--- config.mk ---
export PLATFORM = sky130hd
export DESIGN_NAME = isdec_top
export DESIGN_NICKNAME = d
export VERILOG_FILES = /design/src/rtl/isdec_pkg.sv /design/src/rtl/isdec_main.sv /design/src/rtl/isdec_alu.sv /design/src/rtl/isdec_top.sv
export SDC_FILE = /design/constraint.sdc
export NUM_CORES = 1
export LEC_CHECK = 0
export ABC_AREA = 1
export CELL_PAD_IN_SITES_DETAIL_PLACEMENT = 2
export CELL_PAD_IN_SITES_GLOBAL_PLACEMENT = 2
export CORE_MARGIN = 5
export CORE_UTILIZATION = 14
export DETAILED_ROUTE_END_ITERATION = 7
export GPL_TIMING_DRIVEN = 0
export PLACE_DENSITY = 0.95
export SYNTH_ARGS = -nofsm -noshare
export SYNTH_HDL_FRONTEND = slang
export SYNTH_SLANG_ARGS = --single-unit
--- constraint.sdc ---
create_clock -name vclk -period 1.7
set_input_delay 0.255 -clock vclk [all_inputs]
set_output_delay 0.255 -clock vclk [all_outputs]
set_load 0.02 [all_outputs]
--- src/rtl/isdec_pkg.sv ---
package isdec_pkg;

  localparam int OP_W = 6;
  localparam int FN_W = 6;
  localparam int AC_W = 4;

  // primary opcodes
  localparam logic [OP_W-1:0] OPC_REG   = 6'h00;
  localparam logic [OP_W-1:0] OPC_LOAD  = 6'h23;
  localparam logic [OP_W-1:0] OPC_STORE = 6'h2B;
  localparam logic [OP_W-1:0] OPC_BEQ   = 6'h04;

  // register-format function codes
  localparam logic [FN_W-1:0] FN_ADD = 6'h20;
  localparam logic [FN_W-1:0] FN_SUB = 6'h22;
  localparam logic [FN_W-1:0] FN_AND = 6'h24;
  localparam logic [FN_W-1:0] FN_OR  = 6'h25;
  localparam logic [FN_W-1:0] FN_SLT = 6'h2A;

  // first-level operation class
  typedef enum logic [1:0] {
    CLS_MEM  = 2'b00,
    CLS_CMP  = 2'b01,
    CLS_REG  = 2'b10,
    CLS_NONE = 2'b11
  } op_cls_e;

  // ALU operation encodings
  typedef enum logic [AC_W-1:0] {
    ALU_AND = 4'b0000,
    ALU_OR  = 4'b0001,
    ALU_ADD = 4'b0010,
    ALU_SUB = 4'b0110,
    ALU_SLT = 4'b0111,
    ALU_NOR = 4'b1100
  } alu_op_e;

  typedef struct packed {
    logic dst_sel;
    logic alu_b_imm;
    logic wb_from_mem;
    logic reg_we;
    logic mem_re;
    logic mem_we;
    logic br_en;
  } ctl_t;

  localparam ctl_t CTL_ZERO = '0;

endpackage

--- src/rtl/isdec_main.sv ---
module isdec_main
  import isdec_pkg::*;
#(
  parameter int OPW = OP_W
) (
  input  logic [OPW-1:0] op_i,
  output ctl_t           ctl_o,
  output op_cls_e        cls_o,
  output logic           op_ok_o
);

  always_comb begin
    ctl_o   = CTL_ZERO;
    cls_o   = CLS_NONE;
    op_ok_o = 1'b1;
    unique case (op_i)
      OPC_REG: begin
        ctl_o.dst_sel = 1'b1;
        ctl_o.reg_we  = 1'b1;
        cls_o         = CLS_REG;
      end
      OPC_LOAD: begin
        ctl_o.alu_b_imm   = 1'b1;
        ctl_o.wb_from_mem = 1'b1;
        ctl_o.reg_we      = 1'b1;
        ctl_o.mem_re      = 1'b1;
        cls_o             = CLS_MEM;
      end
      OPC_STORE: begin
        ctl_o.alu_b_imm = 1'b1;
        ctl_o.mem_we    = 1'b1;
        cls_o           = CLS_MEM;
      end
      OPC_BEQ: begin
        ctl_o.br_en = 1'b1;
        cls_o       = CLS_CMP;
      end
      default: op_ok_o = 1'b0;
    endcase
  end

endmodule

--- src/rtl/isdec_alu.sv ---
module isdec_alu
  import isdec_pkg::*;
#(
  parameter int FNW = FN_W,
  parameter int ACW = AC_W
) (
  input  op_cls_e        cls_i,
  input  logic [FNW-1:0] fn_i,
  output logic [ACW-1:0] alu_op_o,
  output logic           fn_ok_o
);

  logic [ACW-1:0] reg_op;
  logic           reg_ok;

  // second level: refine only the register-format class
  always_comb begin
    reg_op = ALU_AND;
    reg_ok = 1'b1;
    unique case (fn_i)
      FN_ADD:  reg_op = ALU_ADD;
      FN_SUB:  reg_op = ALU_SUB;
      FN_AND:  reg_op = ALU_AND;
      FN_OR:   reg_op = ALU_OR;
      FN_SLT:  reg_op = ALU_SLT;
      default: reg_ok = 1'b0;
    endcase
  end

  always_comb begin
    alu_op_o = ALU_AND;
    fn_ok_o  = 1'b1;
    unique case (cls_i)
      CLS_MEM: alu_op_o = ALU_ADD;
      CLS_CMP: alu_op_o = ALU_SUB;
      CLS_REG: begin
        alu_op_o = reg_op;
        fn_ok_o  = reg_ok;
      end
      default: fn_ok_o = 1'b0;
    endcase
  end

endmodule

--- src/rtl/isdec_top.sv ---
module isdec_top
  import isdec_pkg::*;
#(
  parameter int OPW = OP_W,
  parameter int FNW = FN_W,
  parameter int ACW = AC_W
) (
  input  logic [OPW-1:0] op_i,
  input  logic [FNW-1:0] fn_i,
  output logic           dst_sel_o,
  output logic           alu_b_imm_o,
  output logic           wb_from_mem_o,
  output logic           reg_we_o,
  output logic           mem_re_o,
  output logic           mem_we_o,
  output logic           br_en_o,
  output logic [ACW-1:0] alu_op_o
);

  ctl_t           main_ctl;
  ctl_t           out_ctl;
  op_cls_e        cls;
  logic           op_ok;
  logic           fn_ok;
  logic           legal;
  logic [ACW-1:0] alu_raw;

  isdec_main #(.OPW(OPW)) u_main (
    .op_i    (op_i),
    .ctl_o   (main_ctl),
    .cls_o   (cls),
    .op_ok_o (op_ok)
  );

  isdec_alu #(.FNW(FNW), .ACW(ACW)) u_alu (
    .cls_i    (cls),
    .fn_i     (fn_i),
    .alu_op_o (alu_raw),
    .fn_ok_o  (fn_ok)
  );

  // an illegal result at either level zeroes every output
  assign legal   = op_ok & fn_ok;
  assign out_ctl = legal ? main_ctl : CTL_ZERO;

  assign dst_sel_o     = out_ctl.dst_sel;
  assign alu_b_imm_o   = out_ctl.alu_b_imm;
  assign wb_from_mem_o = out_ctl.wb_from_mem;
  assign reg_we_o      = out_ctl.reg_we;
  assign mem_re_o      = out_ctl.mem_re;
  assign mem_we_o      = out_ctl.mem_we;
  assign br_en_o       = out_ctl.br_en;
  assign alu_op_o      = legal ? alu_raw : '0;

endmodule

* Word level (Yosys, flattened, before mapping) *
Index checks and enable logic that the tools add are counted.

word-level totals
  flip-flop bits (word level) = 0
  bits in latches = 0
  bits in writable memories = 0
  bits in read-only memories = 0
  input port bits = 12
  output and inout bits = 11
  logic and storage cells = 32
  memories = 0

operators by class
  add/sub/neg operators = 0
  $mul = 0
  div/mod/pow operators = 0
  $lt $le $gt $ge = 0
  eq/ne operators = 10
  shifts and indexed selects = 0
  mux-type cells = 14
  bitwise operators = 1
  reductions and logical operators = 7

operator list
  cell                  number
  $eq A6 B6 Y1 const B  7
  $pmux W3 S4           1
  $pmux W3 S3           1
  $mux W1               8
  $mux W7               1
  $eq A6 B3 Y1 const B  1
  $logic_not A6 Y1      1
  $pmux W2 S3           1
  $reduce_or A2 Y1      3
  $reduce_or A5 Y1      1
  $mux W4               1
  $reduce_or A4 Y1      1
  $eq A2 B1 Y1 const B  1
  $eq A2 B2 Y1 const B  1
  $logic_not A2 Y1      1
  $pmux W1 S2           1
  $and A1 B1 Y1         1

* Longest topological paths before layout *
Gate-level depths: netlist of run 1.

  word-level depth = 8
  gate-level depth with buffers = 6
  gate-level depth less buffers = 6

* Hierarchy *
Synthesis of run 1 repeated with hierarchy kept, for this count alone.

unflattened totals
  cell total of the unflattened synthesis = 76
  area, all modules = 395.4 um^2

modules (own cells, without submodules)
  module      times used  cells each  area each (um^2)  sequential area each (um^2)
  isdec_main  1           27          143.9             0.0
  isdec_top   1           24          127.6             0.0
  isdec_alu   1           25          123.9             0.0

* Least setup slack after synthesis of run 1 *
Ideal clock, no wire load.

  path type = input to output
  from = in op_i[3]
  to = out mem_we_o
  arrival time = 0.994 ns
  required time = 1.445 ns
  slack = 0.451 ns
  stages = 2
  path buffers = 0
  cells stage by stage = inv_2 -> nor4_1

on the way
  longest elaborated chain between the ends = 8
  elaborated cells on any way between the ends = 16
  classes of those cells = eq/ne: 5; mux: 5; bitwise: 1; reduce/logical: 5

ends and longest elaborated chain
  element                                           line              source
  start: declaration                                isdec_top.sv:8    input logic [OPW-1:0] op_i,
  $eq A6 B6 Y1                                      isdec_main.sv:16  unique case (op_i)
  $reduce_or A2 Y1 (no source line)                 --
  $pmux W2 S3                                       isdec_main.sv:16
  $eq A2 B1 Y1 or $logic_not A2 Y1 (tied branches)  isdec_alu.sv:33   unique case (cls_i)
  $reduce_or A2 Y1 (no source line)                 --
  $pmux W1 S2                                       isdec_alu.sv:33
  $and A1 B1 Y1                                     isdec_top.sv:43   assign legal = op_ok & fn_ok;
  $mux W7 *                                         isdec_top.sv:44   assign out_ctl = legal ? main_ctl : CTL_ZERO;
  end: declaration                                  isdec_top.sv:15   output logic mem_we_o,

Every way passes the cells marked *; elsewhere a longest branch is shown, timed or not.

* Final worst setup path of run 1 *
  from = in op_i[3]
  to = out alu_op_o[0]

on the way
  longest elaborated chain between the ends = 8
  elaborated cells on any way between the ends = 16
  classes of those cells = eq/ne: 5; mux: 5; bitwise: 1; reduce/logical: 5

ends and longest elaborated chain
  element                                           line              source
  $eq A6 B6 Y1                                      isdec_main.sv:16
  $reduce_or A2 Y1 (no source line)                 --
  $pmux W2 S3                                       isdec_main.sv:16
  $eq A2 B1 Y1 or $logic_not A2 Y1 (tied branches)  isdec_alu.sv:33
  $reduce_or A2 Y1 (no source line)                 --
  $pmux W1 S2                                       isdec_alu.sv:33
  $and A1 B1 Y1                                     isdec_top.sv:43
  $mux W4 *                                         isdec_top.sv:53   assign alu_op_o = legal ? alu_raw : '0;
  end: declaration                                  isdec_top.sv:17   output logic [ACW-1:0] alu_op_o

Marks and branches as above.

==> summary.md, run 1 <==
| Metric | Value |
|---|---|
| Status | complete, no violations |
| Drt via density | between 4 and 5 |
| Initial antenna violation count | 0 |
| Grt met2 use | 17.2% |
| Layout Cells excl Fill | between 90 and 100 |
| Fmax | a little over 0.6 GHz |
| Cell Pwr Density | approximately 150 nW/um2 |
| Critical Path End | alu_op_o[0] |
| GR Util All Layers | slightly below 8% |
| Logic pwr share | between 90% and 100% |
| Crit path depth | 7 |
| Post-cts hold buffer count | 0 |
| Largest delay share family, worst path | buffers and inverters |
| Largest net degree at the start of global routing | 5 |
| Post-route ant nets | 0 |
| Cell Int Power | just over 40 uW |
| Synth Warn # | 0 |
| CP max stage delay | 0.42 ns |
| Hpwl dp | 890 um |
| GP Congestion | roughly 0.75 |
| Die width | slightly above 50 um |
| Number of global-route vias before repair | ~410 |
| Clk pwr share | 0% |
| CP max-delay cell | clkdlybuf4s50_1 |
| Hold slack | between 0.8 and 0.9 ns |
| Post-Route Utilization | roughly a third |
| Worst EP required | 1.44 ns |
| Final Cycle Share | between 90% and 100% |
| Tot Pwr | 82.3 uW |
| Crit path DAT | roughly 1.4 ns |
| Sw frac | 50.4% |
| I/O pin count | 23 |
| Fraction of layout cells with a size suffix above 1 | 45.3% |
| First-pass DRT Iterations | 2 |
| FF+latch count | 0 |
| Crit-path max FO | 4 |
| Launch point of the worst path | op_i[3] |
| Distinct cell type count after synthesis | 14 |
| Sequential-to-total area share from yosys stat | 0% |
| Via count | 380 |
| Hold crit path type | in -> out |
| Filler cell count | about 210 |
| RSZ-0062 raised after global routing | no |
| Worst path bufs/invs | 3 |
| CP endpoint kind | output pin |
| Row count | 15 |
| Placed insts | 88 |
| CP Cell Sequence | clkdlybuf4s50_1 -> inv_2 -> nand2_2 -> nor2_4 -> nand3_4 -> a21oi_2 -> buf_6 |
| DRT Wirelength | roughly 1100 um |
| Kind of critical path | in -> out |
| # clk buffers | 0 |
| Switching pwr | 41.4 uW |
| Buffers on Ports | 22 |
| Sequential share of power | 0% |
| Ant. Diodes | 0 |
| GRT busiest layer | met2 |
| Wirelength per Cell | roughly 12 um |
| Met1 Resource Use GR | between 8 and 9% |
| Die height | just over 50 um |
| Overflow after GRT | 0 |
| Cell Area, Synth | 241 um2 |
| Endpoints failing setup | 0 |
| Final-report hold violation count | 0 |
| DRT iter0 DRCs | 1 |
| Max-slew violations | 0 |
| Syn nets | 61 |
| Mapped Cells | 49 |
| Core Area | approximately 1700 um2 |
| Leak pwr | 0.379 nW |
| First-pass GRT wire length | between 1500 and 2000 um |
| Total Nets Final | slightly below 90 |
| Worst Setup Start Kind | input port |
| Sequential Area | 0 um2 |
| Minimum clock period | approximately 1.6 ns |
| Max cap viols | 0 |
| Synthesis-to-layout area growth | 124% |
| Syn Area/Cell | 4.93 um2 |
| Initial Utilization | ~14% |
| Peak VDD IR | roughly 0.044 mV |
| GR Util met3 | 0% |
| DRC viols | 0 |
| Full die area | between 2000 and 3000 um2 |
per-layer routing:
metal / part of all wire [%] / vias up
li1: - / 196
met1: 38 / 172
met2: 56 / 12
met3: 6.4 / 0
met4: 0 / 0
met5: 0 / -
cell type report:
| type | instances | area (um2) | share of cell area (%) |
|---|---|---|---|
| multi-input cells | 35 | 209 | 38.6 |
| inverters | 12 | 45.0 | 8.31 |
| well taps | 17 | 21.3 | 3.93 |
| plain buffers | 2 | 15.0 | 2.77 |
| repair buffers | 26 | 251 | 46.4 |
worst min-delay path by stage:
stage                       start          end  slack [ns]  cells after the start
after floorplan           op_i[2]     mem_we_o        0.60                      1
after global placement    op_i[3]     mem_we_o        1.59                      4
after detailed placement  op_i[3]     mem_we_o        1.59                      4
after CTS                 fn_i[1]  alu_op_o[2]        1.32                      4
after global routing      op_i[2]     mem_we_o        0.92                      3
final                     op_i[2]     mem_we_o        0.88                      3
Yosys cell counts, drive strengths merged:
| library cell | n | share of area [%] |
|---|---|---|
| nand2 | 14 | 23 |
| inv | 12 | 19 |
| nor2 | 12 | 29 |
| nand3 | 4 | 10 |
| buf | 2 | 6.2 |
| nand4 | 2 | 5.2 |
| a21oi | 1 | 3.6 |
| conb | 1 | 1.6 |
| nor4 | 1 | 2.6 |
cell families after synthesis:
| family | share of synthesized area (%) |
|---|---|
| compound gates | 3.63 |
| buf+inv | 24.9 |
| other cells | 1.55 |
| simple gates | 69.9 |
stage by stage:
stage          TNS [ns]  area (um2)  worst slack, ns
2_1_floorplan         0         241            0.451
3_3_place_gp      -3.52         483           -0.454
3_5_place_dp      -4.11         483           -0.547
4_1_cts         -0.0338         472          -0.0338
5_1_grt               0         542           0.0118
6_report              0         542           0.0779
timing repair:
item | in CTS | in global routing
resized for setup | 40 | 21
endpoints found under the setup margin | 10 | 9
setup buffers | 1 | 3
pin swaps | 2 | 11
cells in the final DEF, fill, tap and decap left out:
cell type | netlist | routed
a21oi_2 | 1 | 1
buf_2 | 0 | 5
buf_4 | 2 | 6
buf_6 | 0 | 2
clkbuf_2 | 0 | 1
clkdlybuf4s15_1 | 0 | 1
clkdlybuf4s15_2 | 0 | 1
clkdlybuf4s50_1 | 0 | 1
conb_1 | 1 | 1
dlymetal6s2s_1 | 0 | 11
inv_1 | 10 | 9
inv_2 | 2 | 3
nand2_1 | 13 | 9
nand2_2 | 1 | 5
nand3_1 | 3 | 2
nand3_2 | 1 | 1
nand3_4 | 0 | 1
nand4_1 | 2 | 2
nor2_1 | 6 | 4
nor2_2 | 4 | 6
nor2_4 | 2 | 2
nor4_1 | 1 | 1
power by group through the flow:
stage	Clock [mW]	Combinational [mW]	Sequential, mW
6_report	0	0.0823	0
5_1_grt	0	0.0908	0
4_1_cts	0	0.0767	0
3_5_place_dp	0	0.0749	0
3_3_place_gp	0	0.0712	0
2_1_floorplan	0	0.0304	0
Note: power is estimated with default switching activity, not from simulation.
==> run 2, diff against run 1 <==
CAP_MARGIN = 20   (was default)
==> results of run 2 <==
Final layout, timing and power as in run 1 (identical DEF).
==> run 3, diff against run 2 <==
SLEW_MARGIN = 20   (was default)
==> results of run 3 <==
Final layout, timing and power as in run 1 (identical DEF).
